==> src/rtl/rxqs_pkg.sv <==
package rxqs_pkg;

   typedef enum logic [1:0] {
      RG_MAP  = 2'd0,
      RG_PKT  = 2'd1,
      RG_BYTE = 2'd2,
      RG_NONE = 2'd3
   } rxqs_region_e;

   typedef struct packed {
      rxqs_region_e region;
      logic [5:0]   widx;
   } rxqs_dec_t;

   localparam int unsigned RXQS_WORD_W = 32;

endpackage

==> src/rtl/rxqs_addr_dec.sv <==
module rxqs_addr_dec
   import rxqs_pkg::*;
#(
   parameter int unsigned ADDR_W = 10
) (
   input  logic [ADDR_W-1:0] addr,
   output rxqs_dec_t         dec
);

   logic upper_zero;

   generate
      if (ADDR_W > 10) begin : g_upper
         assign upper_zero = (addr[ADDR_W-1:10] == '0);
      end else begin : g_no_upper
         assign upper_zero = 1'b1;
      end
   endgenerate

   always_comb begin
      dec.region = upper_zero ? rxqs_region_e'(addr[9:8]) : RG_NONE;
      dec.widx   = addr[7:2];
   end

   logic unused_low;
   assign unused_low = ^addr[1:0];

endmodule

==> src/rtl/rxqs_map_file.sv <==
module rxqs_map_file
   import rxqs_pkg::*;
#(
   parameter int unsigned NUM_QUEUES = 64,
   parameter int unsigned ENTRY_W    = 8,
   parameter int unsigned SEL_W      = 4,
   localparam int unsigned EPW       = RXQS_WORD_W / ENTRY_W,
   localparam int unsigned NUM_WORDS = NUM_QUEUES / EPW,
   localparam int unsigned MI_W      = (NUM_WORDS > 1) ? $clog2(NUM_WORDS) : 1,
   localparam int unsigned Q_W       = $clog2(NUM_QUEUES)
) (
   input  logic                   clk,
   input  logic                   rst_n,
   input  logic                   wr_en,
   input  logic [MI_W-1:0]        wr_idx,
   input  logic [RXQS_WORD_W-1:0] wr_data,
   input  logic [MI_W-1:0]        rd_idx,
   output logic [RXQS_WORD_W-1:0] rd_word,
   input  logic [Q_W-1:0]         lookup_q,
   output logic [SEL_W-1:0]       lookup_sel
);

   logic [ENTRY_W-1:0] ent [NUM_QUEUES];

   always_ff @(posedge clk) begin
      if (!rst_n) begin
         for (int i = 0; i < NUM_QUEUES; i++) ent[i] <= '0;
      end else if (wr_en) begin
         for (int j = 0; j < EPW; j++)
            ent[int'(wr_idx) * EPW + j] <= wr_data[j*ENTRY_W +: ENTRY_W];
      end
   end

   always_comb begin
      rd_word = '0;
      for (int j = 0; j < EPW; j++)
         rd_word[j*ENTRY_W +: ENTRY_W] = ent[int'(rd_idx) * EPW + j];
   end

   logic [ENTRY_W-1:0] hit_ent;
   assign hit_ent    = ent[lookup_q];
   assign lookup_sel = hit_ent[SEL_W-1:0];

endmodule

==> src/rtl/rxqs_sat_counter.sv <==
module rxqs_sat_counter #(
   parameter int unsigned W     = 32,
   parameter int unsigned INC_W = 1
) (
   input  logic             clk,
   input  logic             rst_n,
   input  logic             clr,
   input  logic             inc_en,
   input  logic [INC_W-1:0] inc_val,
   output logic [W-1:0]     cnt
);

   logic [W-1:0] base;
   logic [W:0]   sum;
   logic [W-1:0] nxt;

   always_comb begin
      base = clr ? '0 : cnt;
      sum  = {1'b0, base} + (W+1)'(inc_en ? inc_val : '0);
      nxt  = sum[W] ? '1 : sum[W-1:0];
   end

   always_ff @(posedge clk) begin
      if (!rst_n) cnt <= '0;
      else        cnt <= nxt;
   end

endmodule

==> src/rtl/rxqs_stat_top.sv <==
module rxqs_stat_top
   import rxqs_pkg::*;
#(
   parameter int unsigned NUM_QUEUES = 64,
   parameter int unsigned NUM_PAIRS  = 16,
   parameter int unsigned ENTRY_W    = 8,
   parameter int unsigned PKT_W      = 32,
   parameter int unsigned BYTE_W     = 36,
   parameter int unsigned LEN_W      = 16,
   parameter int unsigned ADDR_W     = 10,
   localparam int unsigned Q_W       = $clog2(NUM_QUEUES),
   localparam int unsigned SEL_W     = $clog2(NUM_PAIRS)
) (
   input  logic              clk,
   input  logic              rst_n,
   input  logic              ev_valid,
   input  logic [Q_W-1:0]    ev_queue,
   input  logic [LEN_W-1:0]  ev_len,
   input  logic              reg_wr,
   input  logic              reg_rd,
   input  logic [ADDR_W-1:0] reg_addr,
   input  logic [31:0]       reg_wdata,
   output logic [31:0]       reg_rdata
);

   localparam int unsigned EPW       = RXQS_WORD_W / ENTRY_W;
   localparam int unsigned NUM_WORDS = NUM_QUEUES / EPW;
   localparam int unsigned MI_W      = (NUM_WORDS > 1) ? $clog2(NUM_WORDS) : 1;
   localparam int unsigned HI_W      = (BYTE_W > 32) ? BYTE_W - 32 : 1;
   localparam logic [5:0]  NW6       = 6'(NUM_WORDS);
   localparam logic [5:0]  NP6       = 6'(NUM_PAIRS);

   // elaboration-time parameter checks
   generate
      if (RXQS_WORD_W % ENTRY_W != 0) begin : g_err_entry
         $error("ENTRY_W must divide the word width");
      end
      if (NUM_QUEUES % EPW != 0 || NUM_WORDS > 64) begin : g_err_words
         $error("NUM_QUEUES must fill at most 64 whole map words");
      end
      if (NUM_PAIRS != (1 << SEL_W) || NUM_PAIRS > 32 || SEL_W > ENTRY_W) begin : g_err_pairs
         $error("NUM_PAIRS must be a power of two, at most 32, selectable by an entry");
      end
      if (PKT_W > 32 || BYTE_W > 64 || BYTE_W < LEN_W) begin : g_err_widths
         $error("counter widths out of range");
      end
      if (ADDR_W < 10) begin : g_err_addr
         $error("ADDR_W must be at least 10");
      end
   endgenerate

   rxqs_dec_t dec;

   rxqs_addr_dec #(.ADDR_W(ADDR_W)) dec_i (
      .addr (reg_addr),
      .dec  (dec)
   );

   logic              map_wr;
   logic [SEL_W-1:0]  ev_sel;
   logic [31:0]       map_word;

   assign map_wr = reg_wr && (dec.region == RG_MAP) && (dec.widx < NW6);

   rxqs_map_file #(
      .NUM_QUEUES (NUM_QUEUES),
      .ENTRY_W    (ENTRY_W),
      .SEL_W      (SEL_W)
   ) map_i (
      .clk        (clk),
      .rst_n      (rst_n),
      .wr_en      (map_wr),
      .wr_idx     (dec.widx[MI_W-1:0]),
      .wr_data    (reg_wdata),
      .rd_idx     (dec.widx[MI_W-1:0]),
      .rd_word    (map_word),
      .lookup_q   (ev_queue),
      .lookup_sel (ev_sel)
   );

   logic [SEL_W-1:0] byte_idx;
   logic             byte_hi;
   logic             rd_pkt;
   logic             rd_byte_lo;
   logic             rd_byte_hi;

   assign byte_idx   = dec.widx[SEL_W:1];
   assign byte_hi    = dec.widx[0];
   assign rd_pkt     = reg_rd && (dec.region == RG_PKT) && (dec.widx < NP6);
   assign rd_byte_lo = reg_rd && (dec.region == RG_BYTE) && !byte_hi
                       && ({1'b0, dec.widx[5:1]} < NP6);
   assign rd_byte_hi = reg_rd && (dec.region == RG_BYTE) && byte_hi
                       && ({1'b0, dec.widx[5:1]} < NP6);

   logic [PKT_W-1:0]  pkt_cnt  [NUM_PAIRS];
   logic [BYTE_W-1:0] byte_cnt [NUM_PAIRS];
   logic [31:0]       byte_lo  [NUM_PAIRS];
   logic [HI_W-1:0]   byte_up  [NUM_PAIRS];

   generate
      for (genvar k = 0; k < NUM_PAIRS; k++) begin : g_pair
         logic hit;
         logic pkt_clr;
         logic byte_clr;

         assign hit      = ev_valid && (ev_sel == SEL_W'(k));
         assign pkt_clr  = rd_pkt && (dec.widx[SEL_W-1:0] == SEL_W'(k));
         assign byte_clr = rd_byte_lo && (byte_idx == SEL_W'(k));

         rxqs_sat_counter #(.W(PKT_W), .INC_W(1)) pkt_i (
            .clk     (clk),
            .rst_n   (rst_n),
            .clr     (pkt_clr),
            .inc_en  (hit),
            .inc_val (1'b1),
            .cnt     (pkt_cnt[k])
         );

         rxqs_sat_counter #(.W(BYTE_W), .INC_W(LEN_W)) byte_i (
            .clk     (clk),
            .rst_n   (rst_n),
            .clr     (byte_clr),
            .inc_en  (hit),
            .inc_val (ev_len),
            .cnt     (byte_cnt[k])
         );

         if (BYTE_W > 32) begin : g_split
            assign byte_lo[k] = byte_cnt[k][31:0];
            assign byte_up[k] = byte_cnt[k][BYTE_W-1:32];
         end else begin : g_narrow
            assign byte_lo[k] = 32'(byte_cnt[k]);
            assign byte_up[k] = '0;
         end
      end
   endgenerate

   logic [HI_W-1:0] up_hold;
   logic [31:0]     rd_mux;

   always_comb begin
      rd_mux = '0;
      unique case (dec.region)
         RG_MAP:  if (dec.widx < NW6) rd_mux = map_word;
         RG_PKT:  if (rd_pkt) rd_mux = 32'(pkt_cnt[dec.widx[SEL_W-1:0]]);
         RG_BYTE: begin
            if (rd_byte_lo)      rd_mux = byte_lo[byte_idx];
            else if (rd_byte_hi) rd_mux = 32'(up_hold);
         end
         default: rd_mux = '0;
      endcase
   end

   always_ff @(posedge clk) begin
      if (!rst_n) begin
         reg_rdata <= '0;
         up_hold   <= '0;
      end else begin
         reg_rdata <= reg_rd ? rd_mux : '0;
         if (rd_byte_lo) up_hold <= byte_up[byte_idx];
      end
   end

endmodule

==> config.mk <==
export PLATFORM = sky130hd
export DESIGN_NAME = rxqs_stat_top
export DESIGN_NICKNAME = d
export VERILOG_FILES = /design/src/rtl/rxqs_pkg.sv /design/src/rtl/rxqs_addr_dec.sv /design/src/rtl/rxqs_map_file.sv /design/src/rtl/rxqs_sat_counter.sv /design/src/rtl/rxqs_stat_top.sv
export SDC_FILE = /design/constraint.sdc
export NUM_CORES = 2
export LEC_CHECK = 0
export BUFFER_PORTS_ARGS = -buffer_cell sky130_fd_sc_hd__buf_2
export CAP_MARGIN = 40
export CORE_ASPECT_RATIO = 1.1
export CORE_MARGIN = 2
export CORE_UTILIZATION = 35
export DETAILED_ROUTE_END_ITERATION = 8
export SYNTH_ARGS = -nofsm -noshare
export SYNTH_HDL_FRONTEND = slang
export SYNTH_SLANG_ARGS = --single-unit
==> constraint.sdc <==
create_clock -name clk -period 21.1 [get_ports clk]
set_input_delay 3.165 -clock clk [delete_from_list [all_inputs] [get_ports clk]]
set_output_delay 3.165 -clock clk [all_outputs]
set_load 0.02 [all_outputs]
==> metrics.csv <==
metric,value,unit
ant_nets,0,
yosys.area_share.simple,21.3,%
drv_slew,0,
period_share,48.4,%
finalHoldViolCount,0,
initialDrtViolationCount,8371,
gr-total-overflow,0,
ys.flop_type,dfxtp_1,
ys_ff_latch,1636,
post_cts_resized,0,
critical_path.n_buffers_inverters,6,
pin_count,101,
cpLargestDelayFamily,simple AND/OR/NAND/NOR gates,
wl,332000,µm
ctsLongestPathBuffers,3,
cts_max_level,4,
drive_gt1_share,12.5,%
grt_pass1_wl,495000,µm
drv_cap,0,
fillers,27000,
grt_usage,23.0,%
synthCells,10000,
skew,0.0605,ns
fp-row-count,202,
timing.setup.tns,0,ns
synthAdderAreaFrac,4.06,%
yosysWarnings,0,
ys_seq_area_share,39.2,%
synthMuxAreaShare,13.7,%
cts_inserted_buffers,183,
die_h,555,µm
crit_top_cell,buf_4,
synth-compound-area-share,11.0,%
first_global_vias,76900,
leakagePower,39.4,nW
synth_async_sr_flop_share,0,%
hold_buffers,0,
finalNetCount,10300,
syn_avg_cell_area,9.63,µm²
ys_types,92,
critPathLaunchType,primary input,
slew_headroom,25.6,%
path_clk_slew,0.06,ns
worstSkewPairLatency,0.89,ns
critPathMaxFanout,48,
worst_hold_slack,0.503,ns
final-setup-viol-count,0,
fmaxAchievable,0.0979,GHz
netlist_area,0.0967,mm²
rsz0062_at_grt,false,
cts_tree,built,
critPathMaxStageDelay,0.63,ns
route.detailed.drc,0,
crit_required,21.84,ns
synth_edf_count,512,
synth_nets,10400,
antenna_found_initial,35,
vias,79800,
die_area,0.281,mm²
clockRootBuffer,clkbuf_16,
die_x,505,µm
crit_path_end_kind,flip-flop,
critical_path_arrival,10.96,ns
portBuffers,98,
critPathKind,in2reg,
max-vdd-ir-drop,0.0759,mV
postCtsSetupBuffers,0,
crit_slowest_cell,nor2b_4,
status,finished clean,
hpwl,237000,µm
core,0.275,mm²
drt_first_pass_iters,7,
layout_min_cycle_time,10.22,ns
tightest_slew,1.12,ns
grt_max_degree,189,
areaGrowthSynthToFinish,11.2,%
start_util,35.2,%
powerDensity,66.9,mW/mm²
routedWlPerCell,24.2,µm
place_congestion,0.964,
cts.sinks,1636,
avgViaCountPerCell,5.82,
hold_class,reg2reg,
synth_top_family_by_area,simple AND/OR/NAND/NOR gates,
synth_xor_area_share,7.57,%
## metal layers
layer | up-vias | share of wire [%] | global-route usage, %
met2 | 3304 | 45 | 36.3
li1 | 36200 | - | -
met5 | - | 0.043 | 0
met4 | 22 | 7.0 | 14.2
met3 | 789 | 7.4 | 3.84
met1 | 39500 | 40 | 29.5
## worst paths after layout
kind | slack, ns | endpoint | start | cells after the start
max | 10.88 | g_pair[13].byte_i.cnt[33] | ev_queue[0] | 25
min | 0.50 | g_pair[5].byte_i.cnt[27] | g_pair[5].byte_i.cnt[27] | 1
max reg2reg | 13.47 | g_pair[13].byte_i.cnt[33] | map_i.ent[15][1] | 23
min reg2reg | 0.50 | g_pair[5].byte_i.cnt[27] | g_pair[5].byte_i.cnt[27] | 1
## area by class of cell
type / instances / area (µm²) / share of cell area, %
Clock inverter: 67 / 813 / 0.756
Multi-Input combinational cell: 7617 / 56100 / 52.1
Sequential cell: 1636 / 37900 / 35.2
Timing Repair Buffer: 267 / 2170 / 2.01
Inverter: 179 / 679 / 0.632
Clock buffer: 272 / 5330 / 4.95
Antenna cell: 12 / 30.0 / 0.0279
Tap cell: 3672 / 4590 / 4.27
## sequential cells by signal, summed over array words and instances, names as in the netlist
name               count
up_hold                4
map_i.ent            512
g_pair.byte_i.cnt    576
reg_rdata             32
g_pair.pkt_i.cnt     512
## cell usage after synthesis (35+ instances only)
library cell / count / area [µm²]
a21oi_1: 896 / 4480
nand3_1: 327 / 1640
nor2_1: 914 / 3430
buf_2: 85 / 425
nor3_1: 168 / 841
nand4_1: 183 / 1140
nand2b_1: 52 / 325
nor4_1: 38 / 238
mux4_2: 580 / 13100
or3_1: 44 / 275
a21o_1: 116 / 871
nor2b_1: 66 / 413
ha_1: 288 / 3600
o21a_1: 102 / 766
and4_1: 65 / 569
and3_1: 459 / 2870
buf_1: 36 / 135
inv_1: 174 / 653
a22oi_1: 35 / 263
nand2_1: 1012 / 3800
edfxtp_1: 512 / 15400
o21bai_1: 35 / 263
clkbuf_1: 481 / 1810
dfxtp_1: 1124 / 22500
xor2_1: 350 / 3070
a31oi_1: 55 / 344
nor3b_1: 41 / 308
xnor2_1: 486 / 4260
a211oi_1: 63 / 473
o21ai_0: 305 / 1530
and2_1: 576 / 3600
## report_power, final
group / leakage, nW / total, mW / internal, mW / switching (mW)
clock: 2.99 / 3.27 / 1.85 / 1.42
sequential: 13.9 / 3.34 / 3.31 / 0.0315
combinational: 22.5 / 0.588 / 0.202 / 0.386
total: 39.4 / 7.20 / 5.36 / 1.84
## kinds of logic (layout without fill, tap and decap cells)
kind of cell | after synthesis | after routing
compound gates | 1802 | 1802
fa+ha+maj | 304 | 304
other cells | 0 | 12
simple gates | 4073 | 4073
xor+xnor | 836 | 836
flops | 1636 | 1636
mux | 602 | 602
buf+inv | 787 | 785
## through the flow
step	instances	instance area (µm²)	power, mW	util (%)	worst slack [ns]
after global routing	13700	108000	7.41	39.1	10.51
final	13700	108000	7.20	39.1	10.88
after CTS	13700	108000	7.24	39.1	11.03
after global placement	13300	101000	3.97	36.7	9.57
after detailed placement	13400	101000	3.99	36.9	10.10
after floorplan	10000	96700	3.76	-	12.24
## layout by cell type, fill, tap and decap left out, types with 17 or more instances in the layout
cell type,count
a211oi_1,63
a21o_1,113
a21oi_1,896
a22oi_1,35
a311oi_1,24
a31oi_1,54
and2_1,576
and3_1,458
and4_1,65
buf_2,95
buf_4,141
clkbuf_1,47
clkbuf_16,184
clkbuf_8,40
clkinv_2,27
dfxtp_1,1124
edfxtp_1,512
ha_1,288
inv_1,174
mux2i_1,19
mux4_2,580
nand2_1,1008
nand2b_1,52
nand3_1,327
nand4_1,183
nor2_1,905
nor2b_1,65
nor3_1,162
nor3b_1,40
nor4_1,36
nor4b_1,17
o211ai_1,20
o21a_1,102
o21ai_0,292
o21bai_1,35
or2_2,23
or3_1,44
or4_1,17
xnor2_1,486
xor2_1,350
Power figures use the tool's default switching activity.
